`config.mk`:
```
export PLATFORM = sky130hd
export DESIGN_NAME = list_sched
export DESIGN_NICKNAME = d
export VERILOG_FILES = /design/src/rtl/lsch_pkg.sv /design/src/rtl/lsch_shadow.sv /design/src/rtl/lsch_ratio_cnt.sv /design/src/rtl/lsch_pick.sv /design/src/rtl/list_sched.sv
export SDC_FILE = /design/constraint.sdc
export NUM_CORES = 1
export LEC_CHECK = 0
export BUFFER_PORTS_ARGS = -buffer_cell sky130_fd_sc_hd__buf_4
export CORE_ASPECT_RATIO = 1.2
export CORE_MARGIN = 1
export CORE_UTILIZATION = 40
export DETAILED_ROUTE_END_ITERATION = 7
export GPL_TIMING_DRIVEN = 0
export RECOVER_POWER = 25
export SYNTH_ARGS = -nofsm -noshare
export SYNTH_HDL_FRONTEND = slang
export SYNTH_SLANG_ARGS = --single-unit
```
`constraint.sdc`:
```
create_clock -name clk_i -period 1.9 [get_ports clk_i]
set_input_delay 0.57 -clock clk_i [delete_from_list [all_inputs] [get_ports clk_i]]
set_output_delay 0.57 -clock clk_i [all_outputs]
set_load 0.05 [all_outputs]
```
`src/rtl/lsch_pkg.sv`:
```
package lsch_pkg;
  typedef enum logic [1:0] {
    SEL_IDLE = 2'b00,
    SEL_PER  = 2'b01,
    SEL_CTRL = 2'b10,
    SEL_BULK = 2'b11
  } sel_e;

  typedef enum logic [1:0] {
    PH_OFF = 2'b00,
    PH_PER = 2'b01,
    PH_NP  = 2'b10
  } phase_e;
endpackage

```
`src/rtl/lsch_shadow.sv`:
```
module lsch_shadow #(
  parameter int RATIO_W = 2
) (
  input  logic               clk_i,
  input  logic               rst_ni,
  input  logic               sof_i,
  input  logic               per_en_i,
  input  logic               iso_en_i,
  input  logic               ctrl_en_i,
  input  logic [RATIO_W-1:0] ratio_i,
  output logic               per_en_o,
  output logic               iso_en_o,
  output logic               ctrl_en_o,
  output logic [RATIO_W-1:0] ratio_o
);
  always_ff @(posedge clk_i or negedge rst_ni) begin
    if (!rst_ni) begin
      per_en_o  <= 1'b0;
      iso_en_o  <= 1'b0;
      ctrl_en_o <= 1'b0;
      ratio_o   <= '0;
    end else if (sof_i) begin
      per_en_o  <= per_en_i;
      iso_en_o  <= iso_en_i;
      ctrl_en_o <= ctrl_en_i;
      ratio_o   <= ratio_i;
    end
  end

  p_shadow_stable_r2: assert property (@(posedge clk_i) disable iff (!rst_ni)
    !sof_i |=> ($stable(per_en_o) && $stable(iso_en_o) && $stable(ctrl_en_o) && $stable(ratio_o)));
endmodule

```
`src/rtl/lsch_ratio_cnt.sv`:
```
module lsch_ratio_cnt #(
  parameter int RATIO_W = 2,
  parameter int CNT_W   = RATIO_W + 1
) (
  input  logic               clk_i,
  input  logic               rst_ni,
  input  logic               inc_i,
  input  logic               clr_i,
  input  logic [RATIO_W-1:0] ratio_i,
  output logic [CNT_W-1:0]   cnt_o,
  output logic               ctrl_turn_o
);
  localparam logic [CNT_W-1:0] CNT_MAX = {CNT_W{1'b1}};

  always_ff @(posedge clk_i or negedge rst_ni) begin
    if (!rst_ni)                          cnt_o <= '0;
    else if (clr_i)                       cnt_o <= '0;
    else if (inc_i && (cnt_o != CNT_MAX)) cnt_o <= cnt_o + 1'b1;
  end

  // serve control while count <= ratio code
  assign ctrl_turn_o = (cnt_o <= CNT_W'(ratio_i));

  p_bulk_clears_r6: assert property (@(posedge clk_i) disable iff (!rst_ni)
    clr_i |=> (cnt_o == '0));
  p_cnt_hold_r7: assert property (@(posedge clk_i) disable iff (!rst_ni)
    (!inc_i && !clr_i) |=> $stable(cnt_o));
  p_cnt_step_r6: assert property (@(posedge clk_i) disable iff (!rst_ni)
    (inc_i && !clr_i && cnt_o != CNT_MAX) |=> (cnt_o == $past(cnt_o) + 1'b1));
endmodule

```
`src/rtl/lsch_pick.sv`:
```
module lsch_pick
  import lsch_pkg::*;
(
  input  phase_e phase_i,
  input  logic   per_empty_i,
  input  logic   desc_iso_i,
  input  logic   iso_en_i,
  input  logic   ctrl_en_i,
  input  logic   ctrl_empty_i,
  input  logic   bulk_empty_i,
  input  logic   ctrl_turn_i,
  output logic   leave_per_o,
  output logic   go_o,
  output sel_e   sel_o
);
  logic ctrl_ok, bulk_ok;

  assign ctrl_ok = ctrl_en_i && !ctrl_empty_i;
  assign bulk_ok = !bulk_empty_i;

  always_comb begin
    leave_per_o = 1'b0;
    go_o        = 1'b0;
    sel_o       = SEL_IDLE;
    unique case (phase_i)
      PH_PER: begin
        if (per_empty_i || (desc_iso_i && !iso_en_i)) leave_per_o = 1'b1;
        else begin
          go_o  = 1'b1;
          sel_o = SEL_PER;
        end
      end
      PH_NP: begin
        if (ctrl_ok && (ctrl_turn_i || !bulk_ok)) begin
          go_o  = 1'b1;
          sel_o = SEL_CTRL;
        end else if (bulk_ok) begin
          go_o  = 1'b1;
          sel_o = SEL_BULK;
        end
      end
      default: ;
    endcase
  end
endmodule

```
`src/rtl/list_sched.sv`:
```
module list_sched
  import lsch_pkg::*;
#(
  parameter int RATIO_W = 2,
  parameter int CNT_W   = RATIO_W + 1
) (
  input  logic               clk_i,
  input  logic               rst_ni,
  input  logic               per_en_i,
  input  logic               iso_en_i,
  input  logic               ctrl_en_i,
  input  logic [RATIO_W-1:0] ratio_i,
  input  logic               sof_i,
  input  logic               eof_i,
  input  logic               desc_iso_i,
  input  logic               ctrl_nonempty_i,
  input  logic               per_empty_i,
  input  logic               ctrl_empty_i,
  input  logic               bulk_empty_i,
  input  logic               done_i,
  output logic [1:0]         sel_o,
  output logic               grant_o
);
  logic               per_en_s, iso_en_s, ctrl_en_s;
  logic [RATIO_W-1:0] ratio_s;
  logic [CNT_W-1:0]   cnt;
  logic               ctrl_turn, leave_per, pick_go;
  sel_e               pick_sel, sel_q;
  phase_e             phase_q;
  logic               busy_q, grant_q, fin, cnt_inc, cnt_clr;

  lsch_shadow #(.RATIO_W(RATIO_W)) u_shadow (
    .clk_i, .rst_ni, .sof_i, .per_en_i, .iso_en_i, .ctrl_en_i, .ratio_i,
    .per_en_o(per_en_s), .iso_en_o(iso_en_s), .ctrl_en_o(ctrl_en_s), .ratio_o(ratio_s)
  );

  assign fin     = busy_q && done_i;
  assign cnt_inc = fin && (sel_q == SEL_CTRL) && ctrl_nonempty_i;
  assign cnt_clr = fin && (sel_q == SEL_BULK);

  lsch_ratio_cnt #(.RATIO_W(RATIO_W), .CNT_W(CNT_W)) u_cnt (
    .clk_i, .rst_ni, .inc_i(cnt_inc), .clr_i(cnt_clr), .ratio_i(ratio_s),
    .cnt_o(cnt), .ctrl_turn_o(ctrl_turn)
  );

  lsch_pick u_pick (
    .phase_i(phase_q), .per_empty_i, .desc_iso_i, .iso_en_i(iso_en_s),
    .ctrl_en_i(ctrl_en_s), .ctrl_empty_i, .bulk_empty_i, .ctrl_turn_i(ctrl_turn),
    .leave_per_o(leave_per), .go_o(pick_go), .sel_o(pick_sel)
  );

  always_ff @(posedge clk_i or negedge rst_ni) begin
    if (!rst_ni) begin
      phase_q <= PH_OFF;
      busy_q  <= 1'b0;
      sel_q   <= SEL_IDLE;
      grant_q <= 1'b0;
    end else begin
      grant_q <= 1'b0;
      if (fin) begin
        busy_q <= 1'b0;
        sel_q  <= SEL_IDLE;
      end
      if (sof_i)      phase_q <= per_en_i ? PH_PER : PH_NP;
      else if (eof_i) phase_q <= PH_OFF;
      else if (!busy_q) begin
        if (leave_per) phase_q <= PH_NP;
        else if (pick_go) begin
          grant_q <= 1'b1;
          sel_q   <= pick_sel;
          busy_q  <= 1'b1;
        end
      end
    end
  end

  assign sel_o   = sel_q;
  assign grant_o = grant_q;

  p_grant_pulse_r10: assert property (@(posedge clk_i) disable iff (!rst_ni)
    grant_o |=> !grant_o);
  p_sel_hold_r10: assert property (@(posedge clk_i) disable iff (!rst_ni)
    (busy_q && !done_i) |=> $stable(sel_o));
  p_off_no_grant_r9: assert property (@(posedge clk_i) disable iff (!rst_ni)
    grant_o |-> ($past(phase_q) != PH_OFF));
  p_grant_sel_r8: assert property (@(posedge clk_i) disable iff (!rst_ni)
    grant_o |-> (sel_o != SEL_IDLE));
  p_iso_abort_r4: assert property (@(posedge clk_i) disable iff (!rst_ni)
    (phase_q == PH_PER && desc_iso_i && !iso_en_s && !busy_q && !sof_i && !eof_i)
      |=> !(grant_o && sel_o == SEL_PER));
  p_ctrl_gate_r8: assert property (@(posedge clk_i) disable iff (!rst_ni)
    (!busy_q && !ctrl_en_s && !sof_i) |=> !(grant_o && sel_o == SEL_CTRL));
endmodule

```
==> Implementation_results.wiki <==
{| class="wikitable"
! Metric !! Value
|-
| Yosys synthesis warning count || 0
|-
| Actual transition at the worst max-transition pin || 0.732 ns
|-
| Number of buffers added by the clock tree synthesis step || 3
|-
| Via count of the first global-routing pass || 605
|-
| Number of H-tree levels || 1
|-
| Count of cell types in the netlist || 24
|-
| Max FO, Critical Path || 3
|-
| Global route total overflow || 0
|-
| Reg-to-Reg End || sel_o[0]
|-
| Time the worst path needs with I/O delays and setup || 1.66 ns
|-
| Detailed-routing iteration count for the pre-antenna-repair pass || 4
|-
| Starting Density || 0.439
|-
| Global-route wire length before repair || 2370 microns
|-
| Number of post-CTS setup repair buffers || 0
|-
| Combinational Power Share || 0.257
|-
| Max Clk Rate || 0.603 GHz
|-
| Finish-stage setup viols || 0
|-
| Die ar. || 0.00202 sq mm
|-
| Avg Inst Size Synth || 10.1 sq um
|-
| Finished layout cell area || 903 sq um
|-
| Most frequent cells in the layout || 15 x sky130_fd_sc_hd__buf_4, 13 x sky130_fd_sc_hd__dfrtp_1, 8 x sky130_fd_sc_hd__inv_1
|-
| Worst voltage drop across the vdd grid || 0.000369 V
|-
| Area growth syn-to-layout || 22.4%
|-
| Number of hold buffers added after cts || 0
|-
| Sequential power share || 0.483
|-
| Vias after detailed routing || 573
|-
| Number of port buffers || 16
|-
| Worst-Skew Late Latency || 0.27 ns
|-
| Aggregate global-route resource usage || 0.169
|-
| Final-report max-slew violation count || 0
|-
| Placed wire-length estimate || 1070 microns
|-
| Reg-to-reg slack, setup || 0.24 ns
|-
| Synthesized net count || 94
|-
| Switching Share || 0.317
|-
| Maximum root-to-sink buffer count || 2
|-
| P_leak || 0.448 nW
|-
| DR iter-0 viols || 6
|-
| Drt drc || 0
|-
| Sw Pwr || 0.213 mW
|-
| Kind of end point of the critical path || flip-flop
|-
| Top cell type by total area after synthesis || sky130_fd_sc_hd__dfrtp_1
|-
| Post-DRT Antenna Nets || 0
|-
| Final Routed Wirelength || 1370 microns
|-
| Area of placed instances || 881 sq um
|-
| Proportion of netlist area held by the largest area contributor || 0.441
|-
| Required time of the critical path || 2.10 ns
|-
| Fin. Hold Viols || 0
|-
| Clock tree skew after final layout || 0.00197 ns
|-
| Power density of the placed cells || 743 mW/mm^2
|-
| Max Cap Violations || 0
|-
| Worst reg-to-reg path cell count || 6
|-
| Width of the chip || 41.2 microns
|-
| Slew HR || 0.512
|-
| Setup repair after global routing missed its margin || no
|-
| Type of the worst min-delay path || input port to async pin
|-
| Data arrival time of the worst path || 1.86 ns
|-
| Quantity of gates resized following cts || 0
|-
| Most frequent standard cell in the layout excluding fill and tap cells || sky130_fd_sc_hd__buf_4
|-
| DIE HEIGHT || 49.1 microns
|-
| Reg-to-Reg Start || phase_q[0]
|-
| Cell Int Power || 0.459 mW
|-
| Sequential share of the synthesized area || 0.441
|-
| Final sum of negative setup slack || 0 ns
|-
| Clock-pin slew of the registers on the worst-case setup and hold paths || 0.08 ns
|-
| Antenna diode count || 0
|-
| Netlist Area Pre-Place || 738 sq um
|-
| Std cell rows || 16
|-
| Post-detailed-route via-to-cell ratio || 5.16
|-
| Flip-flop and latch count after synthesis || 13
|-
| Post-route fraction of the period consumed by the critical path || 0.873
|-
| Number of antenna violations at the first check in global routing || 0
|-
| Fill cell count || 167
|-
| Largest net degree at the start of global routing || 14
|-
| Outcome || finished clean
|-
| Critical path launch point type || flip-flop
|-
| Fraction of final layout cells sized beyond drive strength 1 || 0.269
|-
| Category of the critical setup timing path || flip-flop to flip-flop
|-
| Average wire length per cell after detail routing || 12.4 microns
|-
| TritonCTS clock tree || done
|-
| Num ports || 18
|-
| Syn Inst Count || 73
|-
| Clock share of power || 0.260
|-
| Routability cong. || 0.695
|-
| Post-layout nets || 115
|-
| Root buffer cell || sky130_fd_sc_hd__clkbuf_4
|-
| Area of the placeable core || 0.00168 sq mm
|-
| Area contributors post-synth || sky130_fd_sc_hd__dfrtp_1 44%, sky130_fd_sc_hd__ha_1 10%, sky130_fd_sc_hd__o21ai_0 4.7%
|-
| CTS sink cnt || 13
|}
## Yosys cell counts
cell type                   instances
sky130_fd_sc_hd__ha_1               6
sky130_fd_sc_hd__mux2_2             3
sky130_fd_sc_hd__a22o_2             1
sky130_fd_sc_hd__a2bb2oi_1          1
sky130_fd_sc_hd__a222oi_1           1
sky130_fd_sc_hd__and4bb_1           1
sky130_fd_sc_hd__nand2b_1           3
sky130_fd_sc_hd__a211o_1            1
sky130_fd_sc_hd__buf_6              1
sky130_fd_sc_hd__nor2b_1            3
sky130_fd_sc_hd__nand2_1            7
sky130_fd_sc_hd__nand3_1            2
sky130_fd_sc_hd__inv_1              8
sky130_fd_sc_hd__nor3_1             1
sky130_fd_sc_hd__o311ai_0           1
sky130_fd_sc_hd__or2_2              1
sky130_fd_sc_hd__o21ai_0            7
sky130_fd_sc_hd__o211ai_1           1
sky130_fd_sc_hd__a21oi_1            3
sky130_fd_sc_hd__mux2i_1            1
sky130_fd_sc_hd__nor4_4             1
sky130_fd_sc_hd__nor2_1             4
sky130_fd_sc_hd__a22oi_1            2
sky130_fd_sc_hd__dfrtp_1           13
## metrics by stage
stage	utilization	instances	hold WS (ns)	power [mW]	setup slack, ns
floorplan	-	73	0.274	0.439	0.375
global placement	0.524	107	0.426	0.501	0.261
detailed placement	0.524	107	0.427	0.505	0.245
CTS	0.539	111	0.122	0.682	0.224
global route	0.537	111	0.396	0.713	0.0738
finish	0.537	111	0.323	0.671	0.241
## logic make-up after synthesis
group,after synthesis,synth area share
simple gates,23,0.181
compound gates,18,0.161
flops,13,0.441
buf+inv,9,0.0559
fa+ha+maj,6,0.102
mux,4,0.0593
## registers in the layout (all words and copies together), names as in the netlist
signal,cells
sel_o,2
busy_q,1
u_cnt.cnt_o,3
phase_q,2
u_shadow.iso_en_o,1
grant_o,1
u_shadow.ctrl_en_o,1
u_shadow.ratio_o,2
## how the worst max path moves through the flow
| stage | from | end | slack, ns | cells after the start |
|---|---|---|---|---|
| 2_1_floorplan | phase_q[0] | sel_o[0] | 0.38 | 6 |
| 3_3_place_gp | phase_q[0] | sel_o[0] | 0.26 | 6 |
| 3_5_place_dp | phase_q[0] | sel_o[0] | 0.25 | 6 |
| 4_1_cts | phase_q[0] | sel_o[0] | 0.22 | 6 |
| 5_1_grt | phase_q[0] | sel_o[0] | 0.07 | 6 |
| 6_report | phase_q[0] | sel_o[0] | 0.24 | 6 |
## area by class of cell
| type | instances | area [sq um] | share of cell area |
|---|---|---|---|
| Timing Repair Buffer | 16 | 116 | 0.129 |
| Tap cell | 18 | 22.5 | 0.0249 |
| Clock buffer | 4 | 26.3 | 0.0291 |
| Multi-Input combinational cell | 51 | 372 | 0.411 |
| Sequential cell | 13 | 325 | 0.360 |
| Buffer | 1 | 11.3 | 0.0125 |
| Inverter | 8 | 30.0 | 0.0332 |
## power by group through the flow
| stage | Sequential (mW) | Combinational (mW) | Clock (mW) |
|---|---|---|---|
| 2_1_floorplan | 0.363 | 0.0767 | 0 |
| 3_3_place_gp | 0.330 | 0.171 | 0 |
| 3_5_place_dp | 0.330 | 0.175 | 0 |
| 4_1_cts | 0.324 | 0.176 | 0.182 |
| 5_1_grt | 0.329 | 0.193 | 0.191 |
| 6_report | 0.324 | 0.173 | 0.174 |
## per-layer routing
| metal | wire (microns) | GRT usage | vias up |
|---|---|---|---|
| met5 | 0 | 0 | - |
| met4 | 15 | 0.0806 | 0 |
| met3 | 59 | 0.0320 | 2 |
| met2 | 638 | 0.271 | 12 |
| met1 | 659 | 0.206 | 261 |
| li1 | - | - | 298 |
## critical path, stage by stage (launching register included)
cell and delay [ns]:
sky130_fd_sc_hd__dfrtp_1 0.35, sky130_fd_sc_hd__inv_1 0.06, sky130_fd_sc_hd__ha_1 0.32, sky130_fd_sc_hd__nor4_4 0.28
sky130_fd_sc_hd__o211ai_1 0.15, sky130_fd_sc_hd__nor2_1 0.22, sky130_fd_sc_hd__mux2i_1 0.20
Note: power is estimated with default switching activity, not from simulation.
